`config.mk`:
```
export PLATFORM = sky130hd
export DESIGN_NAME = rfifo_drain_adapter
export DESIGN_NICKNAME = d
export VERILOG_FILES = /design/src/rtl/drain_pkg.sv /design/src/rtl/drain_entry_counter.sv /design/src/rtl/drain_ctrl_fsm.sv /design/src/rtl/drain_lane_mux.sv /design/src/rtl/rfifo_drain_adapter.sv
export SDC_FILE = /design/constraint.sdc
export NUM_CORES = 1
export LEC_CHECK = 0
export BUFFER_PORTS_ARGS = -buffer_cell sky130_fd_sc_hd__clkbuf_2
export CELL_PAD_IN_SITES_DETAIL_PLACEMENT = 1
export CELL_PAD_IN_SITES_GLOBAL_PLACEMENT = 2
export CORE_MARGIN = 3
export CORE_UTILIZATION = 15
export DETAILED_ROUTE_END_ITERATION = 7
export PLACE_DENSITY_LB_ADDON = 0.1
export SLEW_MARGIN = 10
export SYNTH_ARGS = -nofsm -noshare
export SYNTH_HDL_FRONTEND = slang
export SYNTH_SLANG_ARGS = --single-unit
export TNS_END_PERCENT = 1
```
`constraint.sdc`:
```
create_clock -name clk -period 2.2 [get_ports clk]
set_clock_uncertainty 0.15 [all_clocks]
set_input_delay 0.22 -clock clk [delete_from_list [all_inputs] [get_ports clk]]
set_output_delay 0.22 -clock clk [all_outputs]
set_load 0.02 [all_outputs]
```
`src/rtl/drain_pkg.sv`:
```
// Shared types for the read FIFO drain adapter.
// Assumes: states are encoded in two bits; the encoding has no external meaning.
package drain_pkg;

    typedef enum logic [1:0] {
        DR_IDLE  = 2'd0,
        DR_FETCH = 2'd1,
        DR_UPPER = 2'd2,
        DR_LOWER = 2'd3
    } drain_state_e;

    // True for the states in which a beat sits on the output.
    function automatic logic is_beat(drain_state_e s);
        return (s == DR_UPPER) || (s == DR_LOWER);
    endfunction

endpackage

```
`src/rtl/drain_entry_counter.sv`:
```
// Counts the FIFO entries still owed in the current burst.
// Assumes: burst_len is a non-zero multiple of the entry size in bytes;
// load and dec never coincide.
module drain_entry_counter #(
    parameter int LEN_W = 8,
    parameter int SHIFT = 3
) (
    input  logic             clk,
    input  logic             rst_n,
    input  logic             load,
    input  logic [LEN_W-1:0] burst_len,
    input  logic             dec,
    output logic             last_entry
);

    logic [LEN_W-1:0] remaining;

    // Load the entry count from the byte length, then step down once per pop.
    always_ff @(posedge clk) begin
        if (!rst_n) begin
            remaining <= '0;
        end else if (load) begin
            remaining <= burst_len >> SHIFT;
        end else if (dec && (remaining != '0)) begin
            remaining <= remaining - 1'b1;
        end
    end

    // The current entry is the last one when at most one is outstanding.
    always_comb begin
        last_entry = (remaining <= {{(LEN_W-1){1'b0}}, 1'b1});
    end

endmodule

```
`src/rtl/drain_ctrl_fsm.sv`:
```
// Four-state drain controller: idle, fetch, upper half, lower half.
// Every move out of fetch, upper or lower waits for a sampled bus-clock
// level of 1. SPLIT selects the two-beat (narrow bus) path through the
// upper-half state.
// Assumes: the FIFO head is show-ahead and stays stable until popped.
module drain_ctrl_fsm
    import drain_pkg::*;
#(
    parameter bit SPLIT = 1'b1
) (
    input  logic         clk,
    input  logic         rst_n,
    input  logic         burst_act,
    input  logic         fifo_empty,
    input  logic         bus_lvl,
    input  logic         last_entry,
    output drain_state_e state,
    output logic         cnt_load,
    output logic         entry_pop,
    output logic         done_pulse
);

    drain_state_e nxt;
    logic         finish;

    // Next state, counter load and pop strobe.
    always_comb begin
        nxt       = state;
        cnt_load  = 1'b0;
        entry_pop = 1'b0;
        finish    = 1'b0;
        unique case (state)
            DR_IDLE: begin
                if (burst_act && !fifo_empty) begin
                    nxt      = DR_FETCH;
                    cnt_load = 1'b1;
                end
            end
            DR_FETCH: begin
                if (!fifo_empty && bus_lvl) begin
                    nxt = SPLIT ? DR_UPPER : DR_LOWER;
                end
            end
            DR_UPPER: begin
                if (bus_lvl) begin
                    nxt = DR_LOWER;
                end
            end
            DR_LOWER: begin
                if (bus_lvl) begin
                    entry_pop = 1'b1;
                    if (last_entry) begin
                        nxt    = DR_IDLE;
                        finish = 1'b1;
                    end else begin
                        nxt = DR_FETCH;
                    end
                end
            end
            default: nxt = DR_IDLE;
        endcase
    end

    // State register with synchronous reset.
    always_ff @(posedge clk) begin
        if (!rst_n) begin
            state <= DR_IDLE;
        end else begin
            state <= nxt;
        end
    end

    // Completion pulse, one cycle, on the return to idle.
    always_ff @(posedge clk) begin
        if (!rst_n) begin
            done_pulse <= 1'b0;
        end else begin
            done_pulse <= finish;
        end
    end

endmodule

```
`src/rtl/drain_lane_mux.sv`:
```
// Selects the bits of the FIFO entry that go onto the bus for the current
// state. The narrow variant sends the upper half in the upper-half state and
// the lower half in the lower-half state; the whole variant sends the full
// entry in the lower-half state. Output is zero outside a beat.
// Assumes: FIFO_W equals BUS_W or twice BUS_W.
module drain_lane_mux
    import drain_pkg::*;
#(
    parameter int FIFO_W = 64,
    parameter int BUS_W  = 32
) (
    input  drain_state_e      state,
    input  logic [FIFO_W-1:0] fifo_word,
    output logic [BUS_W-1:0]  beat_data,
    output logic              beat_vld
);

    generate
        if (FIFO_W == 2 * BUS_W) begin : g_split
            // Upper half first, lower half second.
            always_comb begin
                unique case (state)
                    DR_UPPER: beat_data = fifo_word[FIFO_W-1 -: BUS_W];
                    DR_LOWER: beat_data = fifo_word[BUS_W-1:0];
                    default:  beat_data = '0;
                endcase
            end
        end else begin : g_whole
            // One beat per entry.
            always_comb begin
                beat_data = (state == DR_LOWER) ? fifo_word[BUS_W-1:0] : '0;
            end
        end
    endgenerate

    // A beat is valid in either output state.
    always_comb begin
        beat_vld = is_beat(state);
    end

endmodule

```
`src/rtl/rfifo_drain_adapter.sv`:
```
// Drains burst-read data from a 64-bit show-ahead FIFO onto a processor-bus
// slave data output of BUS_W bits, pacing each beat to the sampled level of
// the half-rate bus clock, and pulses xfer_done when the burst is drained.
// Assumes: burst_act stays high from burst start until xfer_done; burst_len
// is a non-zero multiple of FIFO_W/8 no larger than MAX_BURST_BYTES.
module rfifo_drain_adapter
    import drain_pkg::*;
#(
    parameter int FIFO_W          = 64,
    parameter int BUS_W           = 32,
    parameter int MAX_BURST_BYTES = 128,
    parameter int LEN_W           = $clog2(MAX_BURST_BYTES + 1)
) (
    input  logic              clk,
    input  logic              rst_n,
    input  logic              bus_clk_lvl,
    input  logic              burst_act,
    input  logic [LEN_W-1:0]  burst_len,
    input  logic              fifo_empty,
    input  logic [FIFO_W-1:0] fifo_rdata,
    output logic              fifo_pop,
    output logic [BUS_W-1:0]  bus_data,
    output logic              bus_beat_vld,
    output logic              xfer_done
);

    localparam int ENTRY_BYTES = FIFO_W / 8;
    localparam int SHIFT       = $clog2(ENTRY_BYTES);
    localparam bit SPLIT       = (FIFO_W == 2 * BUS_W);

    drain_state_e st;
    logic         cnt_load;
    logic         last_entry;

    drain_ctrl_fsm #(
        .SPLIT (SPLIT)
    ) u_fsm (
        .clk        (clk),
        .rst_n      (rst_n),
        .burst_act  (burst_act),
        .fifo_empty (fifo_empty),
        .bus_lvl    (bus_clk_lvl),
        .last_entry (last_entry),
        .state      (st),
        .cnt_load   (cnt_load),
        .entry_pop  (fifo_pop),
        .done_pulse (xfer_done)
    );

    drain_entry_counter #(
        .LEN_W (LEN_W),
        .SHIFT (SHIFT)
    ) u_cnt (
        .clk        (clk),
        .rst_n      (rst_n),
        .load       (cnt_load),
        .burst_len  (burst_len),
        .dec        (fifo_pop),
        .last_entry (last_entry)
    );

    drain_lane_mux #(
        .FIFO_W (FIFO_W),
        .BUS_W  (BUS_W)
    ) u_mux (
        .state     (st),
        .fifo_word (fifo_rdata),
        .beat_data (bus_data),
        .beat_vld  (bus_beat_vld)
    );

endmodule

```
==> results of run 1 <==
## worst max-delay path, cell delays in order (launching register included)
cell      delay (ns)
dfxtp_1         0.40
ha_1            0.32
buf_4           0.29
a22o_1          0.17
clkbuf_2        0.17
## cell usage in the layout, fill, tap and decap left out
cell       Yosys  routed
or2_4          1       1
mux2i_1        3       3
a21oi_1        3       3
ha_1           6       6
nor2b_1        1       1
dfxtp_1       11      11
o31ai_1        1       1
xor2_1         1       1
clkbuf_1       8       1
nand2b_1       2       2
a31oi_1        3       3
nor3_1         6       6
clkbuf_8       0       3
a22o_1        32      32
nand4b_1       1       1
xnor2_1        2       2
o221ai_1       1       1
inv_1          8       8
or3_1          1       1
nor2_1        10      10
a211oi_1       2       2
a222oi_1       1       1
nor4bb_1       1       1
o2111ai_1      1       1
a2111oi_2      1       1
or2_2          1       1
clkbuf_2       0     108
buf_4          0       5
nand2_1        5       5
nor4_1         1       1
nand3b_1       1       1
o21ai_0        5       5
nand3_1        2       2
## metal layers
metal  track usage [%]  wire [um]  vias up
met1              14.1       1890      636
met2              16.9       1960       56
met5                 0          0        -
met4              1.67         27        0
met3              4.35        349        2
li1                  -          -      689
## worst max-delay path by stage
stage | start | depth (start not counted) | end | slack (ns)
finish | u_fsm.state[0]$_SDFFE_PN0P_ | 4 | bus_data[12] | 0.23
global route | u_fsm.state[0]$_SDFFE_PN0P_ | 6 | u_fsm.state[1]$_SDFFE_PN0P_ | 0.07
CTS | u_fsm.state[0]$_SDFFE_PN0P_ | 4 | bus_data[12] | 0.19
detailed placement | u_fsm.state[0]$_SDFFE_PN0P_ | 6 | u_fsm.state[1]$_SDFFE_PN0P_ | 0.24
global placement | u_fsm.state[0]$_SDFFE_PN0P_ | 6 | u_fsm.state[1]$_SDFFE_PN0P_ | 0.23
floorplan | u_fsm.state[0]$_SDFFE_PN0P_ | 7 | u_fsm.state[1]$_SDFFE_PN0P_ | 0.26
## power by group through the flow
| stage | clock network [uW] | registers [uW] | logic, uW |
|---|---|---|---|
| final | 207 | 269 | 753 |
| after floorplan | 0 | 263 | 503 |
| after detailed placement | 0 | 273 | 767 |
| after global placement | 0 | 274 | 775 |
| after global routing | 230 | 276 | 845 |
| after CTS | 220 | 269 | 769 |
## kinds of logic after synthesis
group	synth area share [%]
AO/OA/AOI/OAI	40.6
XOR/XNOR	2.64
adder cells (fa/ha/maj)	7.54
buffers and inverters	7.16
flip-flops	22.1
multiplexers	3.02
AND/OR/NAND/NOR	17.0
## flip-flops by register name, summed over array words and instances (netlist names)
signal,count
u_fsm.done_pulse,1
u_fsm.state,2
u_cnt.remaining,8
## cell type report
type                            count  area (um^2)
Timing Repair Buffer              113          578
Fill cell                         811         4710
Sequential cell                    11          220
Multi-Input combinational cell     95          704
Inverter                            8         30.0
Tap cell                           77         96.3
Clock buffer                        4         45.0
## per-stage QoR
stage / instance area, um^2 / setup slack (ns) / util (%) / total power [uW] / instances
after global routing: 1670 / 0.0656 / 26.2 / 1350 / 308
after floorplan: 996 / 0.264 / - / 766 / 123
after detailed placement: 1630 / 0.243 / 25.5 / 1040 / 304
final: 1670 / 0.226 / 26.2 / 1230 / 308
after global placement: 1630 / 0.233 / 25.5 / 1050 / 304
after CTS: 1670 / 0.193 / 26.2 / 1260 / 308
==> flow_summary.json, run 1 <==
{
  "cts_buffer_depth": 2,
  "max_freq_mhz": 507,
  "worstMarginPinSlew_ns": 0.544,
  "syn_inst": 123,
  "outcome": "complete, no violations",
  "coreArea_um2": 6390,
  "critPathKind": "flop to output pin",
  "dieArea_um2": 7650,
  "leakage_uw": 0.000888,
  "p_sw_uw": 561,
  "swShare_pct": 45.7,
  "yosys-top-cells-area": "a22o_1 (28%), dfxtp_1 (22%), ha_1 (7.5%)",
  "tns_ns": 0,
  "cts_sinks": 11,
  "synth_edf_count": 0,
  "drc": 0,
  "insertion_delay_ns": 0.24,
  "crit_required_ns": 1.83,
  "async_flop_share_pct": 0,
  "grt_usage_pct": 10.8,
  "synth.distinct_cells": 31,
  "htreeDepth": 1,
  "syn2layout_area_growth_pct": 68.1,
  "path_clk_slew_ns": 0.05,
  "synth_top_area_share_pct": 28.1,
  "die_w_um": 87.5,
  "placementRows": 29,
  "power_density_nw_per_um2": 734,
  "gp_congestion": 0.715,
  "reg2reg_to": "u_fsm.state[1]$_SDFFE_PN0P_",
  "min_period_ns": 1.97,
  "firstDrtPassIters": 4,
  "yosysMostFrequentCell": "a22o_1",
  "cts_tree": "built",
  "cts_post_setup_buffers_inserted": 0,
  "cts_made_buffers": 3,
  "min_to": "u_cnt.remaining[2]$_SDFFE_PN0P_",
  "min_path_cells": 3,
  "end_kind": "output pin",
  "synth-seq-cells": 11,
  "setup_viol": 0,
  "critPathLaunchType": "flop",
  "grt_pass1_vias": 1433,
  "place.port_buffers": 108,
  "grt_max_degree": 33,
  "max_slew_margin_pct": 63.7,
  "finalCritPeriodShare_pct": 89.7,
  "pwr-share-comb_pct": 61.3,
  "drtIter0Drc": 25,
  "synthFlopType": "dfxtp_1",
  "syn-num-nets": 206,
  "cp_max_fo": 21,
  "peakVddDrop_v": 0.000228,
  "yosys.area.top_type": "a22o_1",
  "hold_slack_ns": 0.115,
  "cts_hold_buf": 0,
  "antenna_found_initial": 0,
  "syn_area_um2": 996,
  "clkPwrFrac_pct": 16.9,
  "seqPwrFrac_pct": 21.8,
  "root_buffer": "clkbuf_8",
  "ys_seq_area_share_pct": 22.1,
  "drv_slew": 0,
  "dieHeight_um": 87.5,
  "start_util_pct": 15.6,
  "rsz0062_at_grt": "no",
  "wl_um": 4220,
  "antennaDiodeCount": 0,
  "r2r_start": "u_fsm.state[0]$_SDFFE_PN0P_",
  "cts.repair.resized": 0,
  "hold_path.class": "primary input to flop",
  "wl_per_cell_um": 13.7,
  "hold_viol": 0,
  "hpwlAfterDp_um": 3560,
  "hp-start": "burst_len[5]",
  "num_vias": 1383,
  "ant_nets": 0,
  "yosys_warnings": 0,
  "drive_gt1_share_pct": 51.5,
  "drv_cap": 0,
  "ios": 112,
  "power.internal_uw": 668,
  "reg2regPathDepth": 6,
  "synth.cells.most_frequent": "a22o_1 (32), dfxtp_1 (11), nor2_1 (10)",
  "ff2ff_setup_slack_ns": 0.23,
  "grt_pass1_wl_um": 6730,
  "fin_nets": 315,
  "cp.arrival_ns": 1.60,
  "syn_area_per_cell_um2": 8.10,
  "routed_via_density": 4.49,
  "overflow": 0
}
Note: power is estimated with default switching activity, not from simulation.
==> inputs of run 2 (changes only) <==
--- a/config.mk
+++ b/config.mk
@@ -9,7 +9,7 @@
 export CELL_PAD_IN_SITES_DETAIL_PLACEMENT = 1
 export CELL_PAD_IN_SITES_GLOBAL_PLACEMENT = 2
 export CORE_MARGIN = 3
-export CORE_UTILIZATION = 15
+export CORE_UTILIZATION = 16
 export DETAILED_ROUTE_END_ITERATION = 7
 export PLACE_DENSITY_LB_ADDON = 0.1
 export SLEW_MARGIN = 10
==> constraint.sdc (replaced) <==
create_clock -name clk -period 2.35 [get_ports clk]
set_clock_uncertainty 0.15 [all_clocks]
set_input_delay 0.235 -clock clk [delete_from_list [all_inputs] [get_ports clk]]
set_output_delay 0.235 -clock clk [all_outputs]
set_load 0.02 [all_outputs]
==> run 2 against run 1 <==
Effect of this change: global-route usage is 1.5 points higher; register-to-register slack better by 0.11 ns; first-iteration DRC count is 8.0% higher; power fell by 6.8%; clock power down 5%; final cell count shrank 1.3%; critical path depth unchanged; non-clock buffer count shrank 2; sequential power decreased by 6%; critical path type unchanged; critical endpoint is now bus_data[9]; largest power group unchanged.
==> flow_summary.json, run 2 (synthesis gave the netlist of run 1 again) <==
{
  "firstDrtPassIters": 4,
  "pwr-share-comb_pct": 60.8,
  "die_w_um": 84.9,
  "hold_path.class": "primary input to flop",
  "wl_per_cell_um": 14.2,
  "ff2ff_setup_slack_ns": 0.34,
  "final_common_cell": "clkbuf_2",
  "path_clk_slew_ns": 0.05,
  "peakVddDrop_v": 0.000196,
  "grt_pass1_wl_um": 7230,
  "swShare_pct": 46.3,
  "cts_sinks": 11,
  "finalCritPeriodShare_pct": 88.2,
  "drv_slew": 0,
  "antennaDiodeCount": 0,
  "ios": 112,
  "top_register": "u_cnt.remaining",
  "fin_area_um2": 1660,
  "drv_cap": 0,
  "overflow": 0,
  "tns_ns": 0,
  "dieArea_um2": 7210,
  "worstMarginPinSlew_ns": 0.577,
  "placementRows": 28,
  "critPathKind": "flop to output pin",
  "crit_required_ns": 1.97,
  "ant_nets": 0,
  "grt_max_degree": 33,
  "drc": 0,
  "coreArea_um2": 5990,
  "layout_common_cells": "clkbuf_2 (108), a22o_1 (32), dfxtp_1 (11), nor2_1 (10), inv_1 (8)",
  "largestRegisters": "u_cnt.remaining x8, u_fsm.state x2, u_fsm.done_pulse x1",
  "end_kind": "output pin",
  "max_freq_mhz": 482,
  "cts_hold_buf": 0,
  "leakage_uw": 0.000878,
  "root_buffer": "clkbuf_8",
  "num_vias": 1400,
  "slowest_delay_ns": 0.40,
  "cts_made_buffers": 3,
  "drive_gt1_share_pct": 51.1,
  "power.internal_uw": 615,
  "routed_via_density": 4.61,
  "hpwlAfterDp_um": 3660,
  "p_sw_uw": 531,
  "htreeDepth": 1,
  "rsz0062_at_grt": "no",
  "gp_congestion": 0.726,
  "setup_viol": 0,
  "cts_post_setup_buffers_inserted": 0,
  "syn2layout_area_growth_pct": 66.3,
  "cts_tree": "built",
  "cts_buffer_depth": 2,
  "antenna_found_initial": 0,
  "cts.repair.resized": 0,
  "place.port_buffers": 108,
  "hold_viol": 0,
  "clkPwrFrac_pct": 17.2,
  "postPlaceCellArea_um2": 1610,
  "drtIter0Drc": 27,
  "cp.arrival_ns": 1.69,
  "power_density_nw_per_um2": 692,
  "grt_pass1_vias": 1595,
  "min_period_ns": 2.07,
  "fin_nets": 313,
  "critPathLaunchType": "flop",
  "dieHeight_um": 84.9,
  "cp_max_fo": 32,
  "wl_um": 4330,
  "max_slew_margin_pct": 61.5,
  "outcome": "complete, no violations",
  "largest_reg_flops": 8,
  "start_util_pct": 16.6,
  "cp_slowest_cell": "dfxtp_1",
  "grt_usage_pct": 12.2,
  "insertion_delay_ns": 0.24,
  "setup_ws_ns": 0.277,
  "place_ws_ns": 0.341,
  "seqPwrFrac_pct": 22.0,
  "path_cells": "ha_1 -> buf_4 -> a22o_1 -> clkbuf_2"
}
-- run 2: cell types whose count changed in the layout (fill, tap and decap cells not counted) --
cell,before,now
buf_4,5,3
-- run 2: worst max-delay path: cells and delay by family (launching register included) --
| family | cells | cell delay [ns] |
|---|---|---|
| buffers and inverters | 2 | 0.53 |
| adder cells (fa/ha/maj) | 1 | 0.28 |
| flip-flops | 1 | 0.40 |
| AO/OA/AOI/OAI | 1 | 0.22 |
-- run 2: worst paths after layout --
| kind | from | to | cells past startpoint |
|---|---|---|---|
| setup / recovery | u_fsm.state[0]$_SDFFE_PN0P_ | bus_data[9] | 4 |
| hold / removal | burst_len[7] | u_cnt.remaining[4]$_SDFFE_PN0P_ | 3 |
| setup reg to reg | u_fsm.state[0]$_SDFFE_PN0P_ | u_fsm.state[0]$_SDFFE_PN0P_ | 6 |
| hold reg to reg | u_cnt.remaining[3]$_SDFFE_PN0P_ | u_cnt.remaining[3]$_SDFFE_PN0P_ | 2 |
-- run 2: cell type report --
class / count / area, um^2
clock buffers: 4 / 45.0
fillers: 752 / 4330
inverters: 8 / 30.0
multi-input cells: 95 / 704
flip-flops and latches: 11 / 220
well taps: 75 / 93.8
repair buffers: 111 / 563
-- run 2: layer usage --
layer / global-route usage (%) / share of wire (%) / wire length (um)
met2: 22.1 / 53 / 2290
met1: 14.0 / 39 / 1670
met3: 3.79 / 7.4 / 322
met5: 0 / 0 / 0
met4: 3.02 / 0.99 / 43
-- run 2: per-stage QoR --
stage               std cells  util [%]  power, uW  hold WS, ns
finish                    304      27.7       1150        0.129
global route              304      27.7       1250        0.162
CTS                       304      27.7       1170        0.129
detailed placement        300      26.9        961        0.385
global placement          300      26.9        946        0.366
floorplan                 123         -        717        0.223
-- run 2: power groups by stage --
stage | combinational, uW | sequential (uW) | clock (uW)
after floorplan | 471 | 246 | 0
after global placement | 693 | 253 | 0
after detailed placement | 705 | 255 | 0
after CTS | 709 | 252 | 210
after global routing | 776 | 259 | 218
final | 697 | 252 | 197
==> inputs of run 3 (changes only) <==
--- a/config.mk
+++ b/config.mk
@@ -6,12 +6,10 @@
 export NUM_CORES = 1
 export LEC_CHECK = 0
 export BUFFER_PORTS_ARGS = -buffer_cell sky130_fd_sc_hd__clkbuf_2
-export CELL_PAD_IN_SITES_DETAIL_PLACEMENT = 1
-export CELL_PAD_IN_SITES_GLOBAL_PLACEMENT = 2
 export CORE_MARGIN = 3
-export CORE_UTILIZATION = 16
+export CORE_UTILIZATION = 36
 export DETAILED_ROUTE_END_ITERATION = 7
-export PLACE_DENSITY_LB_ADDON = 0.1
+export PLACE_DENSITY = 0.86
 export SLEW_MARGIN = 10
 export SYNTH_ARGS = -nofsm -noshare
 export SYNTH_HDL_FRONTEND = slang
==> run 3 against run 2 <==
Effect of this change: wire length fell by 16%; non-clock buffer count unchanged; clock power decreased by 35%; utilization increased by 34 points; maximum frequency down 0.63%; first-iteration DRC count increased by 78%; critical endpoint is now bus_data[22]; largest power group unchanged; highest routed layer unchanged.
==> flow_summary.json, run 3 (synthesis gave the netlist of run 1 again) <==
{
  "num_vias": 1368,
  "min_path_cells": 3,
  "layout_common_cells": "clkbuf_2 (108), a22o_1 (32), dfxtp_1 (11), nor2_1 (10), inv_1 (8)",
  "postPlaceCellArea_um2": 1560,
  "finalCritPeriodShare_pct": 88.8,
  "start_util_pct": 39.1,
  "cp_max_fo": 32,
  "critPathLaunchType": "flop",
  "insertion_delay_ns": 0.27,
  "drc": 0,
  "cts_buffer_depth": 2,
  "cp_slowest_cell": "dfxtp_1",
  "firstDrtPassIters": 4,
  "p_sw_uw": 503,
  "crit_family": "buffers and inverters",
  "regArea_um2": 220,
  "cts.repair.resized": 0,
  "min_period_ns": 2.09,
  "min_to": "u_cnt.remaining[2]$_SDFFE_PN0P_",
  "final_common_cell": "clkbuf_2",
  "cp.arrival_ns": 1.70,
  "placementRows": 18,
  "hold_viol": 0,
  "setup_viol": 0,
  "max_slew_margin_pct": 67.9,
  "path_cells": "ha_1 -> buf_4 -> a22o_1 -> clkbuf_2",
  "drtIter0Drc": 48,
  "top_register": "u_cnt.remaining",
  "cts_sinks": 11,
  "worstMarginPinSlew_ns": 0.482,
  "path_clk_slew_ns": 0.07,
  "reg2regPathDepth": 6,
  "max_freq_mhz": 479,
  "largest_reg_flops": 8,
  "gp_congestion": 0.807,
  "power.total_uw": 1060,
  "power_density_nw_per_um2": 673,
  "grt_usage_pct": 20.1,
  "cts_hold_buf": 0,
  "outcome": "complete, no violations",
  "end_kind": "output pin",
  "coreArea_um2": 2540,
  "power.internal_uw": 561,
  "ant_nets": 0,
  "fillCellCount": 212,
  "wl_per_cell_um": 14.0,
  "hold_path.class": "primary input to flop",
  "overflow": 0,
  "cts_made_buffers": 3,
  "cts_tree": "built",
  "routed_via_density": 5.28,
  "htreeDepth": 1,
  "ios": 112,
  "critPathKind": "flop to output pin",
  "pwr-share-comb_pct": 64.2,
  "dieArea_um2": 3430,
  "seqPwrFrac_pct": 23.8,
  "largestRegisters": "u_cnt.remaining x8, u_fsm.state x2, u_fsm.done_pulse x1",
  "hpwlAfterDp_um": 3090,
  "grt_pass1_wl_um": 5450,
  "path_buf_inv": 2,
  "grt_pass1_vias": 1267,
  "drv_cap": 0,
  "syn2layout_area_growth_pct": 58.8,
  "cts_post_setup_buffers_inserted": 0,
  "clkPwrFrac_pct": 12.1,
  "die_w_um": 58.6,
  "swShare_pct": 47.3,
  "wl_um": 3620,
  "r2r_start": "u_fsm.state[0]$_SDFFE_PN0P_",
  "drive_gt1_share_pct": 51.1,
  "tns_ns": 0,
  "leakage_uw": 0.000870,
  "root_buffer": "clkbuf_4",
  "multi_input_area_um2": 704,
  "drv_slew": 0,
  "fin_nets": 313,
  "dieHeight_um": 58.6,
  "ff2ff_setup_slack_ns": 0.44,
  "rsz0062_at_grt": "no",
  "reg2reg_to": "u_fsm.state[1]$_SDFFE_PN0P_",
  "antennaDiodeCount": 0,
  "fin_area_um2": 1580,
  "grt_max_degree": 33,
  "slowest_delay_ns": 0.41,
  "hp-start": "burst_len[5]",
  "place.port_buffers": 108,
  "crit_required_ns": 1.97,
  "peakVddDrop_v": 0.000402,
  "antenna_found_initial": 0
}
## run 3: cell counts in the layout (fill, tap and decap cells not counted)
Identical to the previous run, type by type.
## run 3: how the worst max path moves through the flow
stage	slack (ns)	to	cells past startpoint	from
floorplan	0.41	u_fsm.state[1]$_SDFFE_PN0P_	7	u_fsm.state[0]$_SDFFE_PN0P_
global placement	0.46	u_fsm.state[1]$_SDFFE_PN0P_	6	u_fsm.state[0]$_SDFFE_PN0P_
detailed placement	0.45	u_fsm.state[1]$_SDFFE_PN0P_	6	u_fsm.state[0]$_SDFFE_PN0P_
CTS	0.27	bus_data[22]	4	u_fsm.state[1]$_SDFFE_PN0P_
global route	0.15	bus_data[22]	4	u_fsm.state[1]$_SDFFE_PN0P_
finish	0.26	bus_data[22]	4	u_fsm.state[0]$_SDFFE_PN0P_
## run 3: final cells by class
class,instances,area share (%)
tap,30,2.37
sequential,11,13.9
timing repair buffer,111,35.6
clock buffer,4,1.66
multi-input combinational,95,44.5
inverter,8,1.90
## run 3: power by group through the flow
stage | registers, uW | logic [uW] | clock network [uW]
after floorplan | 246 | 471 | 0
after global routing | 259 | 741 | 140
after global placement | 252 | 673 | 0
after detailed placement | 256 | 682 | 0
after CTS | 251 | 685 | 132
final | 253 | 683 | 128
## run 3: layer usage
layer,wire (um),vias to the layer above,track usage [%]
li1,-,684,-
met3,318,8,5.48
met4,65,0,6.80
met2,1790,64,33.0
met1,1450,612,25.4
met5,0,-,0
## run 3: through the flow
| step | hold slack (ns) | worst slack (ns) | cells | utilization, % |
|---|---|---|---|---|
| 6_report | 0.0951 | 0.264 | 259 | 62.1 |
| 5_1_grt | 0.0963 | 0.148 | 259 | 62.1 |
| 2_1_floorplan | 0.223 | 0.414 | 123 | - |
| 3_5_place_dp | 0.377 | 0.452 | 255 | 61.1 |
| 3_3_place_gp | 0.366 | 0.459 | 255 | 61.1 |
| 4_1_cts | 0.0937 | 0.271 | 259 | 62.1 |
## run 3: tightest hold or removal path, stage by stage
cell      delay, ns
clkbuf_2       0.07
o21ai_0        0.07
a21oi_1        0.10
